File: config.mk
export PLATFORM = sky130hd
export DESIGN_NAME = cmd_data_router
export DESIGN_NICKNAME = d
export VERILOG_FILES = /design/src/rtl/cdr_pkg.sv /design/src/rtl/seg7_enc.sv /design/src/rtl/seg14_enc.sv /design/src/rtl/cmd_data_router.sv
export SDC_FILE = /design/constraint.sdc
export NUM_CORES = 1
export LEC_CHECK = 0
export BUFFER_PORTS_ARGS = -buffer_cell sky130_fd_sc_hd__buf_2
export CAP_MARGIN = 15
export CORE_UTILIZATION = 52
export DETAILED_ROUTE_END_ITERATION = 12
export PLACE_DENSITY = 0.77
export SETUP_SLACK_MARGIN = 0.02
export SLEW_MARGIN = 20
export SYNTH_ARGS = -nofsm -noshare
export SYNTH_HDL_FRONTEND = slang
export SYNTH_SLANG_ARGS = --single-unit
File: constraint.sdc
create_clock -name clk -period 2.6 [get_ports clk]
set_clock_uncertainty 0.2 [all_clocks]
set_input_delay 0.65 -clock clk [delete_from_list [all_inputs] [get_ports clk]]
set_output_delay 0.65 -clock clk [all_outputs]
set_load 0.05 [all_outputs]
File: src/rtl/cdr_pkg.sv
package cdr_pkg;
    localparam int BYTE_W  = 8;
    localparam int NIB_W   = 4;
    localparam int CODE_W  = 7;
    localparam int PAT7_W  = 7;
    localparam int PAT14_W = 14;

    localparam logic [PAT14_W-1:0] SA  = 14'h0001;
    localparam logic [PAT14_W-1:0] SB  = 14'h0002;
    localparam logic [PAT14_W-1:0] SC  = 14'h0004;
    localparam logic [PAT14_W-1:0] SD  = 14'h0008;
    localparam logic [PAT14_W-1:0] SE  = 14'h0010;
    localparam logic [PAT14_W-1:0] SF  = 14'h0020;
    localparam logic [PAT14_W-1:0] SG1 = 14'h0040;
    localparam logic [PAT14_W-1:0] SG2 = 14'h0080;
    localparam logic [PAT14_W-1:0] SH  = 14'h0100;
    localparam logic [PAT14_W-1:0] SI  = 14'h0200;
    localparam logic [PAT14_W-1:0] SJ  = 14'h0400;
    localparam logic [PAT14_W-1:0] SK  = 14'h0800;
    localparam logic [PAT14_W-1:0] SL  = 14'h1000;
    localparam logic [PAT14_W-1:0] SM  = 14'h2000;
endpackage

File: src/rtl/seg7_enc.sv
module seg7_enc
    import cdr_pkg::*;
(
    input  logic [NIB_W-1:0]  nib,
    output logic [PAT7_W-1:0] pat
);
    always_comb begin
        case (nib)
            4'h0: pat = 7'h3F;
            4'h1: pat = 7'h06;
            4'h2: pat = 7'h5B;
            4'h3: pat = 7'h4F;
            4'h4: pat = 7'h66;
            4'h5: pat = 7'h6D;
            4'h6: pat = 7'h7D;
            4'h7: pat = 7'h07;
            4'h8: pat = 7'h7F;
            4'h9: pat = 7'h6F;
            4'hA: pat = 7'h40;
            4'hB: pat = 7'h08;
            4'hC: pat = 7'h63;
            4'hD: pat = 7'h50;
            4'hE: pat = 7'h73;
            default: pat = 7'h00;
        endcase
    end
endmodule

File: src/rtl/seg14_enc.sv
module seg14_enc
    import cdr_pkg::*;
(
    input  logic [CODE_W-1:0]  code,
    output logic [PAT14_W-1:0] pat
);
    always_comb begin
        case (code)
            7'h00: pat = SA|SB|SC|SD|SE|SF|SJ|SK;
            7'h01: pat = SB|SC|SJ;
            7'h02: pat = SA|SB|SG1|SG2|SE|SD;
            7'h03: pat = SA|SB|SC|SD|SG2;
            7'h04: pat = SF|SG1|SG2|SB|SC;
            7'h05: pat = SA|SF|SG1|SG2|SC|SD;
            7'h06: pat = SA|SF|SE|SD|SC|SG1|SG2;
            7'h07: pat = SA|SB|SC;
            7'h08: pat = SA|SB|SC|SD|SE|SF|SG1|SG2;
            7'h09: pat = SA|SB|SC|SD|SF|SG1|SG2;
            7'h0A: pat = SA|SB|SC|SE|SF|SG1|SG2;
            7'h0B: pat = SA|SB|SC|SD|SG2|SI|SL;
            7'h0C: pat = SA|SD|SE|SF;
            7'h0D: pat = SA|SB|SC|SD|SI|SL;
            7'h0E: pat = SA|SD|SE|SF|SG1;
            7'h0F: pat = SA|SE|SF|SG1;
            7'h10: pat = SA|SC|SD|SE|SF|SG2;
            7'h11: pat = SB|SC|SE|SF|SG1|SG2;
            7'h12: pat = SA|SD|SI|SL;
            7'h13: pat = SB|SC|SD|SE;
            7'h14: pat = SE|SF|SG1|SJ|SM;
            7'h15: pat = SD|SE|SF;
            7'h16: pat = SB|SC|SE|SF|SH|SJ;
            7'h17: pat = SB|SC|SE|SF|SH|SM;
            7'h18: pat = SA|SB|SC|SD|SE|SF;
            7'h19: pat = SA|SB|SE|SF|SG1|SG2;
            7'h1A: pat = SA|SB|SC|SD|SE|SF|SM;
            7'h1B: pat = SA|SB|SE|SF|SG1|SG2|SM;
            7'h1C: pat = SA|SC|SD|SF|SG1|SG2;
            7'h1D: pat = SA|SI|SL;
            7'h1E: pat = SB|SC|SD|SE|SF;
            7'h1F: pat = SE|SF|SK|SJ;
            7'h20: pat = SB|SC|SE|SF|SK|SM;
            7'h21: pat = SH|SJ|SK|SM;
            7'h22: pat = SH|SJ|SL;
            7'h23: pat = SA|SD|SJ|SK;
            7'h24: pat = SG1|SG2|SI|SL;
            7'h25: pat = SG1|SG2;
            7'h26: pat = SG1|SG2|SH|SI|SJ|SK|SL|SM;
            7'h27: pat = SJ|SK;
            7'h28: pat = SH|SM;
            7'h29: pat = SG1|SG2|SD;
            7'h2A: pat = SD;
            7'h2B: pat = SJ|SM;
            7'h2C: pat = SH|SK;
            7'h2D: pat = SA|SD|SE|SF;
            7'h2E: pat = SA|SB|SC|SD;
            7'h2F: pat = SI|SL;
            7'h30: pat = SA|SC|SD|SF|SG1|SG2|SI|SL;
            default: pat = '0;
        endcase
    end
endmodule

File: src/rtl/cmd_data_router.sv
module cmd_data_router
    import cdr_pkg::*;
#(
    parameter int ADDR_W = 5
) (
    input  logic                clk,
    input  logic                rst_n,
    input  logic                rx_valid,
    input  logic                rx_is_cmd,
    input  logic [BYTE_W-1:0]   rx_byte,
    output logic                rx_ack,
    input  logic                cfg_we,
    input  logic                cfg_div3,
    input  logic                cfg_segdec,
    output logic                cmd_valid,
    output logic [BYTE_W-1:0]   cmd_byte,
    output logic                mem_we,
    output logic                mem_wide,
    output logic [ADDR_W-1:0]   mem_addr,
    output logic [PAT14_W-1:0]  mem_wdata,
    output logic                enc_err
);
    localparam int RAW_PAD = PAT14_W - BYTE_W;
    localparam int P7_PAD  = PAT14_W - PAT7_W;

    typedef struct packed {
        logic                hold_vld;
        logic [BYTE_W-1:0]   hold_byte;
        logic                hold_cmd;
        logic                div3;
        logic                segdec;
        logic [ADDR_W-1:0]   ptr;
        logic                cmd_valid;
        logic [BYTE_W-1:0]   cmd_byte;
        logic                mem_we;
        logic                mem_wide;
        logic [ADDR_W-1:0]   mem_addr;
        logic [PAT14_W-1:0]  mem_wdata;
        logic                err;
    } st_t;

    st_t st_d, st_q;
    logic [PAT7_W-1:0]  pat7;
    logic [PAT14_W-1:0] pat14;

    seg7_enc i_seg7 (
        .nib (st_q.hold_byte[NIB_W-1:0]),
        .pat (pat7)
    );

    seg14_enc i_seg14 (
        .code (st_q.hold_byte[CODE_W-1:0]),
        .pat  (pat14)
    );

    assign rx_ack = rx_valid && !st_q.hold_vld;

    always_comb begin
        st_d           = st_q;
        st_d.cmd_valid = 1'b0;
        st_d.mem_we    = 1'b0;
        st_d.err       = 1'b0;

        if (cfg_we) begin
            st_d.div3   = cfg_div3;
            st_d.segdec = cfg_segdec;
        end

        if (st_q.hold_vld) begin
            st_d.hold_vld = 1'b0;
            if (st_q.hold_cmd) begin
                st_d.cmd_valid = 1'b1;
                st_d.cmd_byte  = st_q.hold_byte;
            end else if (st_q.segdec && st_q.hold_byte[BYTE_W-1] && st_q.div3) begin
                st_d.err = 1'b1;
            end else begin
                st_d.mem_we   = 1'b1;
                st_d.mem_addr = st_q.ptr;
                st_d.ptr      = st_q.ptr + 1'b1;
                if (!st_q.segdec) begin
                    st_d.mem_wide  = 1'b0;
                    st_d.mem_wdata = {{RAW_PAD{1'b0}}, st_q.hold_byte};
                end else if (!st_q.hold_byte[BYTE_W-1]) begin
                    st_d.mem_wide  = 1'b0;
                    st_d.mem_wdata = {{P7_PAD{1'b0}}, pat7};
                end else begin
                    st_d.mem_wide  = 1'b1;
                    st_d.mem_wdata = pat14;
                end
            end
        end

        if (rx_ack) begin
            st_d.hold_vld  = 1'b1;
            st_d.hold_byte = rx_byte;
            st_d.hold_cmd  = rx_is_cmd;
        end
    end

    always_ff @(posedge clk) begin
        if (!rst_n) st_q <= '0;
        else        st_q <= st_d;
    end

    assign cmd_valid = st_q.cmd_valid;
    assign cmd_byte  = st_q.cmd_byte;
    assign mem_we    = st_q.mem_we;
    assign mem_wide  = st_q.mem_wide;
    assign mem_addr  = st_q.mem_addr;
    assign mem_wdata = st_q.mem_wdata;
    assign enc_err   = st_q.err;


    ack_gap_chk: assert property (@(posedge clk) disable iff (!rst_n)
        rx_ack |=> !rx_ack);


    cmd_single_chk: assert property (@(posedge clk) disable iff (!rst_n)
        cmd_valid |=> !cmd_valid);


    cmd_no_write_chk: assert property (@(posedge clk) disable iff (!rst_n)
        !(cmd_valid && mem_we));


    err_no_write_chk: assert property (@(posedge clk) disable iff (!rst_n)
        enc_err |-> (!mem_we && $stable(st_q.ptr)));


    ptr_step_chk: assert property (@(posedge clk) disable iff (!rst_n)
        mem_we |-> (st_q.ptr == ADDR_W'(mem_addr + 1'b1)));


    wide_mode_chk: assert property (@(posedge clk) disable iff (!rst_n)
        (mem_we && mem_wide) |-> $past(!st_q.div3));
endmodule

======== After elaboration in Yosys (flattened, before gate mapping) ========
Memory sizes are Yosys's and may differ from the RTL's. A register that Yosys moved wholly into a read port is not among the register bits.
Index checks and enable logic that the tools add are counted.
storage, ports and cells
  input port bits ......................... 15
  ROM bits ................................ 1008
  word-level logic and storage cells ...... 41
  memories kept ........................... 2
  output and inout bits ................... 32
  flip-flop bits (word level) ............. 48
memory list
  memory            depth  width  read ports  clocked after memory_dff  write ports  line            source
  (name not given)  64     14     1           1                         0            seg14_enc.sv:8  case (code)
  (name not given)  16     7      1           1                         0            seg7_enc.sv:8   case (nib)
cells by class
  reduce and logical (&&, ||, !) cells .... 8
  add/sub/neg operators ................... 1
  bitwise gates (word level) .............. 4
  muxes and demuxes ....................... 13
operators with widths
  cell                                                           count
  14-bit 2-to-1 mux                                              3
  21-bit 2-to-1 mux                                              1
  6-bit 2-to-1 mux                                               2
  10-bit 2-to-1 mux                                              1
  9-bit 2-to-1 mux                                               1
  4-bit 2-to-1 mux                                               2
  5-bit by 1-bit adder with 5-bit output, second input constant  1
  1-bit NOT                                                      4
  2-bit AND reduction                                            2
  1-bit logical AND                                              3
  1-bit 2-to-1 mux                                               3
  3-bit AND reduction                                            1
  3-bit OR reduction                                             1
  1-bit zero test                                                1

======== Logic depth before layout (Yosys ltp) ========
  depth in word-level cells ............... 4
  mapped depth ............................ 11
  depth with buffers taken out ............ 9

======== Modules after synthesis ========
From an unflattened synthesis, not the netlist that was laid out.
unflattened totals
  cell total of the unflattened synthesis .. 436
  area total of the unflattened synthesis .. 3410.8 µm²
by module, submodules not included
  module           instances  cells an instance  area each (µm²)  seq. area each (µm²)
  cmd_data_router  1          256                2130.8           960.9
  seg14_enc        1          150                1019.7           0.0
  seg7_enc         1          30                 260.2            0.0

======== Worst setup path before layout ========
No wires, ideal clock.
  path type ............................... input to register
  start ................................... input rx_valid
  end ..................................... register with a tool-made name
  required time ........................... 2.276 ns
  library setup time ...................... 0.124 ns
  arrival ................................. 2.629 ns
  path slack .............................. -0.353 ns
  path buffers ............................ 2
  stages on the path ...................... 9
  cell sequence ........................... nand2b_1 > buf_6 > inv_4 > mux2i_1 > inv_1 > ha_1 > buf_1 > and4_4 > a2111o_1
RTL lines
  what                line                  source
  start: declaration  cmd_data_router.sv:8  input logic rx_valid,

======== Worst setup path after layout ========
  start ................................... register st_q[47] (netlist bit)
  end ..................................... output rx_ack
on the way
  word-level cells in the longest chain between the ends .. 2
ends and longest elaborated chain
  what                      line                    source
  start: declaration        cmd_data_router.sv:42   st_t st_d, st_q;
  start signal: assignment  cmd_data_router.sv:102  else st_q <= st_d;
  1-bit zero test           cmd_data_router.sv:56   assign rx_ack = rx_valid && !st_q.hold_vld;
  1-bit logical AND         cmd_data_router.sv:56
  end: declaration          cmd_data_router.sv:11   output logic rx_ack,
Every way passes these cells.

==> flow_summary_export.csv <==
group,metric,value,unit
die,die_area,7520,µm²
clock_network,cts_made_buffers,9,
global_routing,track_usage,28.3,%
detailed_routing,wl_per_cell,16.9,µm
detailed_routing,drt_pass1_iterations,5,
yosys,synth.most_common_cell,"dfxtp_1",
placed_design,dp_hpwl,7470,µm
detailed_routing,ant_nets,0,
timing,fin_ws,204,ps
yosys,synth_top_area_cell,"dfxtp_1",
timing,worst_hold_slack,254,ps
yosys,syn_area,3730,µm²
global_routing,grt_max_degree,43,
finish,n_antenna_cell,0,
clock_network,clk_pin_slew_worst_paths,80,ps
setup_path,critPathLaunchType,"flip-flop",
clock_network,clkLatencyLatePin,340,ps
detailed_routing,num_vias,3399,
timing,setup_tns,0,ps
detailed_routing,drc,0,
power_and_ir_drop,cellPowerDensity,598,nW/µm²
detailed_routing,routed_wl,10100,µm
yosys,yosys-top-cells-area,"dfxtp_1 (37%), buf_4 (6.2%), a21oi_1 (5.5%), nand2_1 (5.2%), nor2_1 (4.1%)",
clock_network,post_cts_buffers,0,
clock_network,cts_hold_buf,0,
yosys,synth_seq_area_share,37.0,%
die,rows,30,
finish,syn_to_final_growth,17.6,%
setup_path,cp_max_fo,9,
yosys,syn_avg_cell_area,8.39,µm²
timing,fin_crit,2400,ps
setup_path,worstPathArrival,1550,ps
detailed_routing,drt_iter0_drc,238,
clock_network,htree_levels,3,
setup_path,end_kind,"primary output",
timing,relSlewSlack,50.7,%
global_routing,grt-ovfl-total,0,
timing,setup_violations,0,
finish,nets,520,
timing,fmax,417,MHz
yosys,synth_flop_cell,"dfxtp_1",
setup_path,critical_path.cell_chain,"nand2b_1 > buf_12 > inv_12 > buf_4 > buf_2",
timing,hold_violations,0,
outcome,status,"finished clean",
die,die_x,86.7,µm
power_and_ir_drop,power_leakage,0.00185,µW
setup_path,cp_data_required_time,1750,ps
yosys,postSynthCellCount,445,
clock_network,tritoncts,"done",
yosys,ys_async_sr_fraction,0,%
die,die_y,86.7,µm
placed_design,gp_congestion,0.967,
yosys,synthesis.nets,469,
clock_network,clock-root-buffer,"clkbuf_8",
setup_path,cp_slowest_cell,"dfxtp_1",
timing,final.period_utilization,92.2,%
clock_network,cts.path.max_buffers,2,
die,num_io_pins,47,
clock_network,post_cts_resized,0,
global_routing,grt_pass1_vias,3210,
setup_path,slowest_delay,360,ps
worst_hold_path,hold_path_class,"flip-flop to flip-flop",
timing,tightest_slew,737,ps
placed_design,io_buffer_count,46,
yosys,ys_ff_latch,69,
clock_network,clock-sinks,69,
yosys,synth.distinct_cells,65,
timing,drv_slew,0,
setup_path,critical_path_class,"flip-flop to primary output",
power_and_ir_drop,ir_worst_vdd,0.287,mV
global_routing,grt_pass1_wl,16200,µm
yosys,synth_common_cells,"dfxtp_1 (69), nand2_1 (52), a21oi_1 (41), nor2_1 (41), buf_4 (31)",
yosys,synth_edf_count,0,
yosys,yosysTopAreaCellShare,37.0,%
die,start_util,54.3,%
die,core,6870,µm²
placed_design,pre_cts_slack,-75.9,ps
detailed_routing,vias_per_cell,5.69,
run,cap_violations,0,
global_routing,antenna_found_initial,0,
yosys,yosysWarnings,0,
timing,rsz0062_at_grt,"false",
finish,final_layout_size_suffix_gt1_share,27.5,%
[report_power, final]
group	internal (µW)	switching [µW]
sequential	1120	41.6
clock	543	429
combinational	207	287
total	1870	758
[critical path: cells and delay by family (launching register included)]
| kind | cells | cell delay (ps) |
|---|---|---|
| buf+inv | 4 | 630 |
| flops | 1 | 360 |
| simple gates | 1 | 210 |
[cells by family (layout without fill, tap and decap cells)]
group                      count (synthesis)  in the layout  synth area share, %
muxes                                     13             13                 3.65
and+or+nand+nor                          157            157                 20.6
adders and majority gates                  9              9                 3.02
DFF                                       69             69                 37.0
buffers and inverters                     73            129                 11.8
xor gates and xnor gates                   4              4                0.939
AOI/OAI and AO/OA                        120            120                 23.0
[worst paths after layout]
path                                    to  slack, ps                      from  cells past startpoint
setup / recovery                    rx_ack        200       st_q[47]$_SDFF_PN0_                      5
hold / removal    cmd_byte[6]$_SDFFE_PN0P_        250  cmd_byte[6]$_SDFFE_PN0P_                      2
setup reg to reg                 flip-flop        210       st_q[47]$_SDFF_PN0_                     10
hold reg to reg   cmd_byte[6]$_SDFFE_PN0P_        250  cmd_byte[6]$_SDFFE_PN0P_                      2
[cell usage in the layout, fill, tap and decap left out, drive strengths merged, types with 10 or more instances in the layout]
| cell | n |
|---|---|
| a21oi | 41 |
| buf | 101 |
| dfxtp | 69 |
| inv | 13 |
| mux2i | 11 |
| nand2 | 54 |
| nand3 | 20 |
| nor2 | 42 |
| o211ai | 10 |
| o21ai | 13 |
[metrics by stage]
| step | instance area, µm² | power (µW) | cells | util, % |
|---|---|---|---|---|
| 6_report | 4390 | 2630 | 597 | 63.9 |
| 5_1_grt | 4390 | 2740 | 597 | 63.9 |
| 4_1_cts | 4390 | 2640 | 597 | 63.9 |
| 3_5_place_dp | 4170 | 1670 | 581 | 60.7 |
| 3_3_place_gp | 4170 | 1660 | 581 | 60.7 |
| 2_1_floorplan | 3760 | 1500 | 445 | - |
[final cells by class]
type	instances	area, µm²
tap	96	120
timing repair buffer	101	681
sequential	69	1380
clock buffer	9	124
inverter	12	62.6
multi-input combinational	303	1920
clock inverter	7	97.6
fill	608	2480
[per-layer routing]
metal | part of all wire (%) | vias to the layer above | global-route usage, %
li1 | - | 1663 | -
met2 | 48 | 109 | 47.0
met4 | 1.1 | 0 | 9.55
met5 | 0 | - | 0
met1 | 46 | 1613 | 36.9
met3 | 4.8 | 14 | 5.33
Power figures use the tool's default switching activity.
